`src/rtl/sebuf_pkg.sv`:
```
package sebuf_pkg;
  // true when the two packet sizes cannot share the region
  function automatic logic sizes_clash(int unsigned in_max, int unsigned out_max,
                                       int unsigned depth);
    return (in_max + out_max) > depth;
  endfunction
endpackage

```
`src/rtl/sebuf_mem.sv`:
```
module sebuf_mem #(
  parameter int unsigned DEPTH = 32,
  parameter int unsigned DW    = 8,
  localparam int unsigned AW   = $clog2(DEPTH)
) (
  input  logic          clk_i,
  input  logic          wa_we_i,
  input  logic [AW-1:0] wa_addr_i,
  input  logic [DW-1:0] wa_data_i,
  input  logic          wb_we_i,
  input  logic [AW-1:0] wb_addr_i,
  input  logic [DW-1:0] wb_data_i,
  input  logic [AW-1:0] ra_addr_i,
  output logic [DW-1:0] ra_data_o,
  input  logic [AW-1:0] rb_addr_i,
  output logic [DW-1:0] rb_data_o
);
  logic [DW-1:0] mem_q [DEPTH];

  // port a wins on a shared address (only possible with a bad config)
  always_ff @(posedge clk_i) begin
    for (int i = 0; i < int'(DEPTH); i++) begin
      if (wa_we_i && wa_addr_i == AW'(i))      mem_q[i] <= wa_data_i;
      else if (wb_we_i && wb_addr_i == AW'(i)) mem_q[i] <= wb_data_i;
    end
  end

  assign ra_data_o = mem_q[ra_addr_i];
  assign rb_data_o = mem_q[rb_addr_i];
endmodule

```
`src/rtl/sebuf_in_ctrl.sv`:
```
module sebuf_in_ctrl #(
  parameter int unsigned DEPTH = 32,
  localparam int unsigned AW   = $clog2(DEPTH),
  localparam int unsigned CW   = $clog2(DEPTH + 1)
) (
  input  logic          clk_i,
  input  logic          rst_ni,
  input  logic [CW-1:0] max_i,
  input  logic          iso_i,
  input  logic          wr_i,
  input  logic          commit_i,
  input  logic          rd_i,
  input  logic          done_i,
  input  logic          ack_i,
  output logic          rdy_o,
  output logic [CW-1:0] cnt_o,
  output logic          ovr_o,
  output logic          zlp_o,
  output logic          mem_we_o,
  output logic [AW-1:0] mem_waddr_o,
  output logic [AW-1:0] mem_raddr_o
);
  localparam logic [AW-1:0] TOP = AW'(DEPTH - 1);

  logic [CW-1:0] cnt_q, rptr_q;
  logic          rdy_q, ovr_q;
  logic          accept, drop, release_pkt, rewind;

  assign accept      = wr_i && !rdy_q && (cnt_q < max_i);
  assign drop        = wr_i && !rdy_q && (cnt_q >= max_i);
  assign release_pkt = rdy_q && (iso_i ? done_i : ack_i);
  assign rewind      = rdy_q && !iso_i && done_i;

  always_ff @(posedge clk_i or negedge rst_ni) begin
    if (!rst_ni) begin
      cnt_q  <= '0;
      rptr_q <= '0;
      rdy_q  <= 1'b0;
      ovr_q  <= 1'b0;
    end else if (release_pkt) begin
      cnt_q  <= '0;
      rptr_q <= '0;
      rdy_q  <= 1'b0;
      ovr_q  <= 1'b0;
    end else begin
      if (accept)              cnt_q <= cnt_q + CW'(1);
      if (drop)                ovr_q <= 1'b1;
      if (commit_i && !rdy_q)  rdy_q <= 1'b1;
      if (rewind)                                rptr_q <= '0;
      else if (rd_i && rdy_q && rptr_q < cnt_q)  rptr_q <= rptr_q + CW'(1);
    end
  end

  // top-down placement
  assign mem_we_o    = accept;
  assign mem_waddr_o = TOP - cnt_q[AW-1:0];
  assign mem_raddr_o = TOP - rptr_q[AW-1:0];
  assign rdy_o       = rdy_q;
  assign cnt_o       = cnt_q;
  assign ovr_o       = ovr_q;
  assign zlp_o       = rdy_q && (cnt_q == '0);

  a_r7_frozen_while_ready: assert property (@(posedge clk_i) disable iff (!rst_ni)
    rdy_q && !release_pkt |=> $stable(cnt_q) && rdy_q);
  a_r5_drop_flags_overrun: assert property (@(posedge clk_i) disable iff (!rst_ni)
    drop && !release_pkt |=> ovr_q && $stable(cnt_q));
  a_r10_bulk_done_rewinds: assert property (@(posedge clk_i) disable iff (!rst_ni)
    rewind && !ack_i |=> rdy_q && rptr_q == '0);
  a_r11_iso_done_releases: assert property (@(posedge clk_i) disable iff (!rst_ni)
    rdy_q && iso_i && done_i |=> !rdy_q && cnt_q == '0);
endmodule

```
`src/rtl/sebuf_out_ctrl.sv`:
```
module sebuf_out_ctrl #(
  parameter int unsigned DEPTH = 32,
  localparam int unsigned AW   = $clog2(DEPTH),
  localparam int unsigned CW   = $clog2(DEPTH + 1)
) (
  input  logic          clk_i,
  input  logic          rst_ni,
  input  logic [CW-1:0] max_i,
  input  logic          iso_i,
  input  logic          wr_i,
  input  logic          done_i,
  input  logic          rd_i,
  input  logic          clr_i,
  output logic          rdy_o,
  output logic [CW-1:0] cnt_o,
  output logic          ovr_o,
  output logic          ack_o,
  output logic          mem_we_o,
  output logic [AW-1:0] mem_waddr_o,
  output logic [AW-1:0] mem_raddr_o
);
  logic [CW-1:0] cnt_q, rptr_q;
  logic          rdy_q, ovr_q, ack_q;
  logic          accept, drop, complete, clear;

  assign accept   = wr_i && !rdy_q && (cnt_q < max_i);
  assign drop     = wr_i && !rdy_q && (cnt_q >= max_i);
  assign complete = done_i && !rdy_q;
  assign clear    = clr_i && rdy_q;

  always_ff @(posedge clk_i or negedge rst_ni) begin
    if (!rst_ni) begin
      cnt_q  <= '0;
      rptr_q <= '0;
      rdy_q  <= 1'b0;
      ovr_q  <= 1'b0;
      ack_q  <= 1'b0;
    end else begin
      ack_q <= complete && !iso_i;
      if (clear) begin
        cnt_q  <= '0;
        rptr_q <= '0;
        rdy_q  <= 1'b0;
        ovr_q  <= 1'b0;
      end else begin
        if (accept)   cnt_q <= cnt_q + CW'(1);
        if (drop)     ovr_q <= 1'b1;
        if (complete) rdy_q <= 1'b1;
        if (rd_i && rdy_q && rptr_q < cnt_q) rptr_q <= rptr_q + CW'(1);
      end
    end
  end

  // bottom-up placement
  assign mem_we_o    = accept;
  assign mem_waddr_o = cnt_q[AW-1:0];
  assign mem_raddr_o = rptr_q[AW-1:0];
  assign rdy_o       = rdy_q;
  assign cnt_o       = cnt_q;
  assign ovr_o       = ovr_q;
  assign ack_o       = ack_q;

  a_r8_bus_write_blocked: assert property (@(posedge clk_i) disable iff (!rst_ni)
    rdy_q && !clr_i |=> $stable(cnt_q) && rdy_q);
  a_r12_ack_bulk_only: assert property (@(posedge clk_i) disable iff (!rst_ni)
    ack_q |-> $past(done_i && !iso_i));
  a_r12_ack_single_cycle: assert property (@(posedge clk_i) disable iff (!rst_ni)
    ack_q |=> !ack_q);
  a_r9_clear_empties: assert property (@(posedge clk_i) disable iff (!rst_ni)
    clear |=> !rdy_q && cnt_q == '0 && !ovr_q);
  a_r6_drop_flags_overrun: assert property (@(posedge clk_i) disable iff (!rst_ni)
    drop |=> ovr_q && $stable(cnt_q));
endmodule

```
`src/rtl/ep_shared_buf.sv`:
```
module ep_shared_buf #(
  parameter int unsigned DEPTH = 32,
  parameter int unsigned DW    = 8,
  localparam int unsigned AW   = $clog2(DEPTH),
  localparam int unsigned CW   = $clog2(DEPTH + 1)
) (
  input  logic          clk_i,
  input  logic          rst_ni,
  input  logic [CW-1:0] cfg_in_max_i,
  input  logic [CW-1:0] cfg_out_max_i,
  input  logic          cfg_in_iso_i,
  input  logic          cfg_out_iso_i,
  output logic          cfg_err_o,
  input  logic          fw_in_we_i,
  input  logic [DW-1:0] fw_in_data_i,
  input  logic          fw_in_commit_i,
  input  logic          fw_out_re_i,
  input  logic          fw_out_clr_i,
  output logic [DW-1:0] fw_out_data_o,
  input  logic          bus_in_re_i,
  input  logic          bus_in_done_i,
  input  logic          bus_in_ack_i,
  output logic [DW-1:0] bus_in_data_o,
  output logic          bus_in_zlp_o,
  input  logic          bus_out_we_i,
  input  logic [DW-1:0] bus_out_data_i,
  input  logic          bus_out_done_i,
  output logic          bus_out_ack_o,
  output logic          in_rdy_o,
  output logic [CW-1:0] in_cnt_o,
  output logic          in_ovr_o,
  output logic          out_rdy_o,
  output logic [CW-1:0] out_cnt_o,
  output logic          out_ovr_o
);
  import sebuf_pkg::*;

  logic          in_we, out_we;
  logic [AW-1:0] in_waddr, in_raddr, out_waddr, out_raddr;

  assign cfg_err_o = sizes_clash(32'(cfg_in_max_i), 32'(cfg_out_max_i), DEPTH);

  sebuf_in_ctrl #(.DEPTH(DEPTH)) u_in (
    .clk_i, .rst_ni,
    .max_i(cfg_in_max_i), .iso_i(cfg_in_iso_i),
    .wr_i(fw_in_we_i), .commit_i(fw_in_commit_i),
    .rd_i(bus_in_re_i), .done_i(bus_in_done_i), .ack_i(bus_in_ack_i),
    .rdy_o(in_rdy_o), .cnt_o(in_cnt_o), .ovr_o(in_ovr_o), .zlp_o(bus_in_zlp_o),
    .mem_we_o(in_we), .mem_waddr_o(in_waddr), .mem_raddr_o(in_raddr)
  );

  sebuf_out_ctrl #(.DEPTH(DEPTH)) u_out (
    .clk_i, .rst_ni,
    .max_i(cfg_out_max_i), .iso_i(cfg_out_iso_i),
    .wr_i(bus_out_we_i), .done_i(bus_out_done_i),
    .rd_i(fw_out_re_i), .clr_i(fw_out_clr_i),
    .rdy_o(out_rdy_o), .cnt_o(out_cnt_o), .ovr_o(out_ovr_o), .ack_o(bus_out_ack_o),
    .mem_we_o(out_we), .mem_waddr_o(out_waddr), .mem_raddr_o(out_raddr)
  );

  sebuf_mem #(.DEPTH(DEPTH), .DW(DW)) u_mem (
    .clk_i,
    .wa_we_i(in_we),  .wa_addr_i(in_waddr),  .wa_data_i(fw_in_data_i),
    .wb_we_i(out_we), .wb_addr_i(out_waddr), .wb_data_i(bus_out_data_i),
    .ra_addr_i(in_raddr),  .ra_data_o(bus_in_data_o),
    .rb_addr_i(out_raddr), .rb_data_o(fw_out_data_o)
  );

  a_r13_zlp_needs_ready: assert property (@(posedge clk_i) disable iff (!rst_ni)
    bus_in_zlp_o |-> in_rdy_o && in_cnt_o == '0);
  a_r5_in_within_max: assert property (@(posedge clk_i) disable iff (!rst_ni)
    $changed(in_cnt_o) && in_cnt_o != '0 |-> in_cnt_o <= cfg_in_max_i || !$stable(cfg_in_max_i));
endmodule

```
`config.mk`:
```
export PLATFORM = sky130hd
export DESIGN_NAME = ep_shared_buf
export DESIGN_NICKNAME = d
export VERILOG_FILES = /design/src/rtl/sebuf_pkg.sv /design/src/rtl/sebuf_mem.sv /design/src/rtl/sebuf_in_ctrl.sv /design/src/rtl/sebuf_out_ctrl.sv /design/src/rtl/ep_shared_buf.sv
export SDC_FILE = /design/constraint.sdc
export NUM_CORES = 1
export LEC_CHECK = 0
export BUFFER_PORTS_ARGS = -buffer_cell sky130_fd_sc_hd__buf_2
export CORE_MARGIN = 3
export CORE_UTILIZATION = 53
export DETAILED_ROUTE_END_ITERATION = 12
export PLACE_DENSITY = 0.7
export SLEW_MARGIN = 20
export SYNTH_ARGS = -nofsm -noshare
export SYNTH_HDL_FRONTEND = slang
export SYNTH_HIERARCHICAL = 1
export SYNTH_SLANG_ARGS = --single-unit
```
`constraint.sdc`:
```
create_clock -name clk_i -period 3.2 [get_ports clk_i]
set_input_delay 0.96 -clock clk_i [delete_from_list [all_inputs] [get_ports clk_i]]
set_output_delay 0.96 -clock clk_i [all_outputs]
set_load 0.05 [all_outputs]
```
==> metrics.md, run 1 <==
| Metric | Value |
|---|---|
| Outcome | `complete, but fails checks` |
| Failing checks | `setup timing` |
| Layout Skew | `0.0264 ns` |
| Max Transition Viols Final | `0` |
| Crit-path leading delay family | `multiplexers` |
| Clock-pin slew of the registers on the worst-case setup and hold paths | `0.06 ns` |
| Worst vdd rail ir drop | `0.478 mV` |
| Total CTS buffers | `34` |
| CTS H-tree depth | `2` |
| Setup crit start kind | `register` |
| Register area share after synthesis | `46.0%` |
| Critical path's slowest cell | `mux4_2` |
| DR pass1 iterations | `5` |
| Dpl ws | `-0.443 ns` |
| Syn_nets | `1275` |
| Final setup margin | `-0.676 ns` |
| Worst Tran Pin Value | `1.02 ns` |
| Setup crit end kind | `output pin` |
| Multi-input logic area | `9700 µm²` |
| Hold Path Class | `in2async` |
| Initial antenna violation count | `0` |
| Layout area overhead | `23.8%` |
| Most used cell, CP | `mux4_2` |
| YS warnings | `6` |
| Fmax | `0.258 GHz` |
| Storage cell area | `8420 µm²` |
| CP Max Fanout | `6` |
| Pwr per Cell Area | `598 nW/µm²` |
| Worst path bufs/invs | `4` |
| Fill cells | `2312` |
| Initial Utilization | `54.1%` |
| Pin count of the biggest net entering global routing | `33` |
| Clock latency on the worst-skew pair | `0.52 ns` |
| Slew margin rel. | `31.9%` |
| GRT Total Usage | `29.9%` |
| Final core utilization | `67.0%` |
| RSZ-0062 raised after global routing | `true` |
| Die height | `192 µm` |
| Ys async rst share | `10.2%` |
| Vias in the first global route | `12400` |
| Post-Syn Instances | `1200` |
| Leakage power | `0.00827 µW` |
| Critical Path RT | `2.24 ns` |
| CP Cell Sequence | `inv_8, buf_8, buf_16, mux4_2, mux4_2, mux2_2, buf_6` |
| Core ar. | `33800 µm²` |
| CTS max path bufs | `3` |
| # setup viols final | `17` |
| Worst path arrival time | `2.92 ns` |
| Period utilisation layout | `121%` |
| # IOs | `76` |
| Cell area after layout | `22600 µm²` |
| CP peak stage delay | `0.55 ns` |
| Antenna Nets Post-Route | `0` |
| First-pass GRT wire length | `80600 µm` |
| Die X | `192 µm` |
| Post-Synthesis Cell Area | `18300 µm²` |
| Setup CP Type | `reg2out` |
| Post-DP HPWL | `35900 µm` |
| Vias | `12200` |
| Final hold viol count | `0` |
| CTS sink count | `285` |
| Cell Area, Placed | `21100 µm²` |
| Placed insts | `1746` |
| Post-synth EDFFs | `256` |
| Fin crit period | `3.88 ns` |
| Syn_area_per_cell | `15.2 µm²` |
| Row count | `67` |
| Routed wire length | `54200 µm` |
| DIE AREA | `36700 µm²` |
| CTS root buf | `clkbuf_16` |
| Non-Filler Instances | `1817` |
| N_diodes | `0` |
| Post-synth cell types | `70` |
| Congestion Overflow GR | `0` |
| Port Buf Inserts | `75` |
| Vias/cell | `6.72` |
| Layout Nets | `1420` |
| DRC | `0` |
| Max_cap viols | `0` |
| TritonCTS clock tree | `done` |
| RePlAce Congestion | `0.877` |
| Ratio of cells with drive above 1 in the final layout | `58.7%` |
| Post-synthesis register bit count | `285` |
| Ys flop type | `edfxtp_1` |
| Drt wl/cell | `29.8 µm` |
| Iter 0 DRT Violations | `1467` |
## synth_stat cells, types with 3 or more instances
cell type / number / area, µm²
a21oi_1: 14 / 70.1
and4b_1: 3 / 30.0
buf_1: 15 / 56.3
buf_2: 17 / 85.1
buf_4: 22 / 165
buf_6: 3 / 33.8
clkbuf_1: 74 / 278
dfrtp_1: 29 / 726
edfxtp_1: 256 / 7690
ha_1: 33 / 413
inv_1: 35 / 131
mux2_2: 254 / 2860
mux2_4: 16 / 240
mux2i_1: 8 / 80.1
mux4_2: 160 / 3600
nand2_1: 51 / 191
nand2b_1: 11 / 68.8
nand3_1: 8 / 40.0
nand4_1: 8 / 50.1
nand4b_1: 4 / 35.0
nand4bb_1: 3 / 33.8
nor2_1: 27 / 101
nor2b_1: 5 / 31.3
nor4bb_1: 3 / 30.0
o211ai_1: 5 / 37.5
o211ai_2: 20 / 250
o21ai_0: 34 / 170
o21ai_1: 3 / 15.0
o22ai_1: 4 / 25.0
o311a_1: 6 / 60.1
o31ai_1: 4 / 30.0
or4_1: 3 / 22.5
xnor2_1: 10 / 87.6
## power by group
group	internal, µW	total, µW	switching (µW)
clock network	2070	3610	1540
logic	2730	5570	2840
registers	4240	4350	110
## logic make-up after synthesis
| logic type | after synthesis | share of synthesized area (%) |
|---|---|---|
| compound gates | 113 | 5.07 |
| xor+xnor | 12 | 0.575 |
| mux | 440 | 37.2 |
| flops | 285 | 46.0 |
| buf+inv | 167 | 4.12 |
| simple gates | 149 | 4.57 |
| fa+ha+maj | 34 | 2.37 |
## placed cells by master, fill, tap and decap left out, types with 11 or more instances in the layout
master | netlist | layout
buf_12 | 0 | 70
buf_2 | 17 | 56
buf_4 | 22 | 85
buf_6 | 3 | 13
clkbuf_16 | 0 | 35
dfrtp_1 | 29 | 26
edfxtp_1 | 256 | 256
ha_1 | 33 | 26
inv_1 | 35 | 24
mux2_2 | 254 | 186
mux2_4 | 16 | 84
mux4_2 | 160 | 160
nand2_1 | 51 | 51
nor2_1 | 27 | 27
o211ai_2 | 20 | 11
o21ai_0 | 34 | 19
o21ai_1 | 3 | 14
## per-stage QoR
stage                     hold WS (ns)  total power [µW]  setup TNS (ns)
after floorplan                  0.527              7930          -33.17
after global placement           0.489              9240          -45.82
after detailed placement         0.480              9320          -62.11
after CTS                        0.506             13700          -10.12
after global routing             0.525             14000          -10.62
final                            0.489             13500           -9.80
## repair_timing
item                                   CTS  global route
hold buffers                             0             0
pin swaps                                4             2
endpoints found under the hold margin    0             0
buffers inserted                         7             0
gates resized for setup                 79             5
setup endpoints to repair               17            18
cloned                                   8             0
## registers in the layout, summed over array words and instances, names as in the netlist
signal	flops
u_in/cnt_o	6
u_in/ovr_o	1
u_in/rdy_o	1
u_in/rptr_q	6
u_mem/mem_q	256
u_out/ack_o	1
u_out/cnt_o	6
u_out/ovr_o	1
u_out/rdy_o	1
u_out/rptr_q	6
## path summary, 6_finish.rpt
check / from / end / slack (ns) / depth (start not counted)
min in group clk_i: u_in/ovr_o / u_in/ovr_o / 0.51 / 2
min reg2reg: u_in/ovr_o / u_in/ovr_o / 0.51 / 2
min: rst_ni / u_out/cnt_o[4] / 0.49 / 1
max in group asynchronous: rst_ni / u_out/rptr_q[1] / 2.19 / 1
max reg2reg: u_in/cnt_o[3] / u_mem/mem_q[7][5] / 0.38 / 9
max: u_in/rptr_q[0] / bus_in_data_o[3] / -0.68 / 7
## routing by layer
layer / vias to the layer above / track usage [%] / routed length [µm]
li1: 5124 / - / -
met1: 6294 / 39.9 / 20300
met3: 97 / 6.75 / 5750
met4: 0 / 8.44 / 1470
met2: 700 / 49.5 / 26800
met5: - / 0 / 0
## area by class of cell
cell class / count / area share, %
inverters: 36 / 0.758
clock inverters: 20 / 0.531
well taps: 448 / 2.48
clock buffers: 40 / 3.95
multi-input cells: 748 / 42.9
flip-flops and latches: 285 / 37.2
repair inverters: 1 / 0.0277
repair buffers: 239 / 12.2
Power figures use the tool's default switching activity.
==> run 2: changes to the inputs <==
--- a/config.mk
+++ b/config.mk
@@ -6,10 +6,12 @@
 export NUM_CORES = 1
 export LEC_CHECK = 0
 export BUFFER_PORTS_ARGS = -buffer_cell sky130_fd_sc_hd__buf_2
+export CELL_PAD_IN_SITES_DETAIL_PLACEMENT = 0
+export CELL_PAD_IN_SITES_GLOBAL_PLACEMENT = 2
 export CORE_MARGIN = 3
-export CORE_UTILIZATION = 53
+export CORE_UTILIZATION = 42
 export DETAILED_ROUTE_END_ITERATION = 12
-export PLACE_DENSITY = 0.7
+export PLACE_DENSITY = 0.74
 export SLEW_MARGIN = 20
 export SYNTH_ARGS = -nofsm -noshare
 export SYNTH_HDL_FRONTEND = slang
==> constraint.sdc (replaced) <==
create_clock -name clk_i -period 3.3 [get_ports clk_i]
set_input_delay 0.99 -clock clk_i [delete_from_list [all_inputs] [get_ports clk_i]]
set_output_delay 0.99 -clock clk_i [all_outputs]
set_load 0.05 [all_outputs]
==> metrics.md, run 2 (synthesized netlist as in run 1, its figures left out) <==
| Metric | Value |
|---|---|
| Outcome | `complete, but fails checks (unchanged)` |
| Failing checks | `setup timing (unchanged)` |
| Initial Utilization | `43.1% (was 54.1%)` |
| CP Max Fanout | `5 (was 6)` |
| CTS H-tree depth | `2 (unchanged)` |
| Hold_buf cts | `0 (unchanged)` |
| Ratio of cells with drive above 1 in the final layout | `57.8% (was 58.7%)` |
| Slew margin rel. | `37.0% (was 31.9%)` |
| Hold Path Class | `in2async (unchanged)` |
| Die height | `215 µm (was 192 µm)` |
| Port Buf Inserts | `75 (unchanged)` |
| CTS root buf | `clkbuf_16 (unchanged)` |
| Setup CP Type | `reg2out (unchanged)` |
| Clock-pin slew of the registers on the worst-case setup and hold paths | `0.06 ns (about the same)` |
| Row count | `75 (was 67)` |
| # setup viols final | `17 (unchanged)` |
| # IOs | `76 (unchanged)` |
| Hold Slack | `0.509 ns (was 0.489 ns)` |
| Vias | `11800 (was 12200)` |
| Layout Skew | `0.0177 ns (was 0.0264 ns)` |
| Worst path bufs/invs | `4 (unchanged)` |
| Final hold viol count | `0 (unchanged)` |
| Clock latency on the worst-skew pair | `0.54 ns (was 0.52 ns)` |
| Critical path's slowest cell | `dfrtp_4 (was mux4_2)` |
| Fill cells | `3525 (was 2312)` |
| Vias in the first global route | `12500 (was 12400)` |
| Post-DP HPWL | `37000 µm (was 35900 µm)` |
| Antenna Nets Post-Route | `0 (unchanged)` |
| Congestion Overflow GR | `0 (unchanged)` |
| DR pass1 iterations | `5 (unchanged)` |
| RSZ-0062 raised after global routing | `true (unchanged)` |
| Fmax | `0.257 GHz` |
| DRC | `0 (unchanged)` |
| Layout area overhead | `23.0% (was 23.8%)` |
| Tot Pwr | `13300 µW (was 13500 µW)` |
| Commonest cells after routing, fill and taps aside | `edfxtp_1, mux2_2, mux4_2 (unchanged)` |
| Fin crit period | `3.89 ns` |
| Setup crit end kind | `output pin (unchanged)` |
| Setup crit start kind | `register (unchanged)` |
| Leakage power | `0.00809 µW (was 0.00827 µW)` |
| CP peak stage delay | `0.52 ns (was 0.55 ns)` |
| Pwr per Cell Area | `592 nW/µm² (was 598 nW/µm²)` |
| Max FFs per register | `256 (unchanged)` |
| Total CTS buffers | `35 (was 34)` |
| CTS sink count | `285 (unchanged)` |
| Critical Path RT | `2.31 ns (was 2.24 ns)` |
| Routed wire length | `54600 µm (was 54200 µm)` |
| Worst path arrival time | `2.90 ns (was 2.92 ns)` |
| CP Cell Sequence | `buf_12, buf_12, buf_16, mux4_2, mux4_2, mux2_4, buf_6 (was inv_8, buf_8, buf_16, mux4_2, mux4_2, mux2_2, buf_6)` |
| Worst Tran Pin Value | `0.945 ns (was 1.02 ns)` |
| Final setup margin | `-0.591 ns (was -0.676 ns)` |
| Pin count of the biggest net entering global routing | `33 (unchanged)` |
| Most common cell after layout, fill and taps aside | `edfxtp_1 (unchanged)` |
| Cell Area, Placed | `20800 µm² (was 21100 µm²)` |
| Initial antenna violation count | `1 (was 0)` |
| Total negative slack | `-8.93 ns (was -9.80 ns)` |
| Die X | `215 µm (was 192 µm)` |
| GRT Total Usage | `23.8% (was 29.9%)` |
| Cell area after layout | `22500 µm² (was 22600 µm²)` |
| Top reg by flops | `u_mem/mem_q (unchanged)` |
| Worst vdd rail ir drop | `0.460 mV (was 0.478 mV)` |
| DIE AREA | `46000 µm² (was 36700 µm²)` |
| Core ar. | `42400 µm² (was 33800 µm²)` |
| RePlAce Congestion | `0.857 (was 0.877)` |
| TritonCTS clock tree | `done (unchanged)` |
| Vias/cell | `6.11 (was 6.72)` |
| Drt wl/cell | `28.2 µm (was 29.8 µm)` |
| First-pass GRT wire length | `82000 µm (was 80600 µm)` |
| Iter 0 DRT Violations | `1045 (was 1467)` |
| Layout Nets | `1408 (was 1420)` |
| Dpl ws | `-0.451 ns (was -0.443 ns)` |
| CTS max path bufs | `3 (unchanged)` |
| Period utilisation layout | `118%` |
| Crit-path leading delay family | `multiplexers (unchanged)` |
| Max Transition Viols Final | `0 (unchanged)` |
| Max_cap viols | `0 (unchanged)` |
[run 2: changes by cell type in the layout (fill, tap and decap cells not counted), sizes merged]
| cell | previous run | this run |
|---|---|---|
| bufinv | 1 | 2 |
| clkinvlp | 2 | 1 |
| diode | 0 | 1 |
| clkbuf | 40 | 49 |
| clkinv | 17 | 10 |
| buf | 239 | 226 |
| inv | 37 | 36 |
[run 2: layout make-up]
cell class	instances	area, µm²	area share (%)
Multi-Input combinational cell	748	9520	42.3
Sequential cell	285	8420	37.4
Timing Repair Buffer	227	2560	11.4
Clock buffer	48	977	4.35
Tap cell	577	722	3.21
Inverter	36	163	0.724
Clock inverter	13	114	0.506
Antenna cell	1	2.50	0.0111
[run 2: what timing repair did]
action | in CTS | in global routing
pin swaps | 4 | 0
gates cloned | 7 | 1
setup endpoints to repair | 17 | 17
resized for setup | 64 | 11
setup buffers | 8 | 2
[run 2: path summary, 6_finish.rpt]
check | start | end | slack, ns | depth (start not counted)
max | u_out/rptr_q[1] | fw_out_data_o[0] | -0.59 | 7
min | rst_ni | u_out/rptr_q[5] | 0.51 | 1
max reg2reg | u_out/cnt_o[5] | u_mem/mem_q[16][2] | 0.45 | 10
min reg2reg | u_in/ovr_o | u_in/ovr_o | 0.51 | 2
max in group asynchronous | rst_ni | u_out/rptr_q[1] | 2.25 | 1
min in group clk_i | u_in/ovr_o | u_in/ovr_o | 0.51 | 2
[run 2: power by group]
group	internal (µW)	switching (µW)
combinational	2590	2710
clock	2230	1550
sequential	4110	101
[run 2: per-layer routing]
layer	global-route usage, %	wire [µm]	up-vias
li1	-	-	5108
met4	7.47	1520	0
met1	32.4	22600	6112
met2	39.5	26700	508
met3	3.49	3800	88
met5	0	0	-
[run 2: worst register-to-register path, stage by stage, from the launching register on]
cell and delay [ns]:
dfrtp_1 0.46, ha_4 0.28, a21oi_2 0.12, o21ai_2 0.09
nor3_2 0.23, buf_4 0.16, nor4bb_1 0.33, buf_4 0.20
o311a_1 0.21, buf_12 0.16, mux2_2 0.35
[run 2: per-stage QoR]
| step | utilization [%] | instances |
|---|---|---|
| 2_1_floorplan | - | 1200 |
| 3_3_place_gp | 49.1 | 1858 |
| 3_5_place_dp | 49.1 | 1858 |
| 4_1_cts | 53.0 | 1934 |
| 5_1_grt | 53.0 | 1934 |
| 6_report | 53.0 | 1935 |
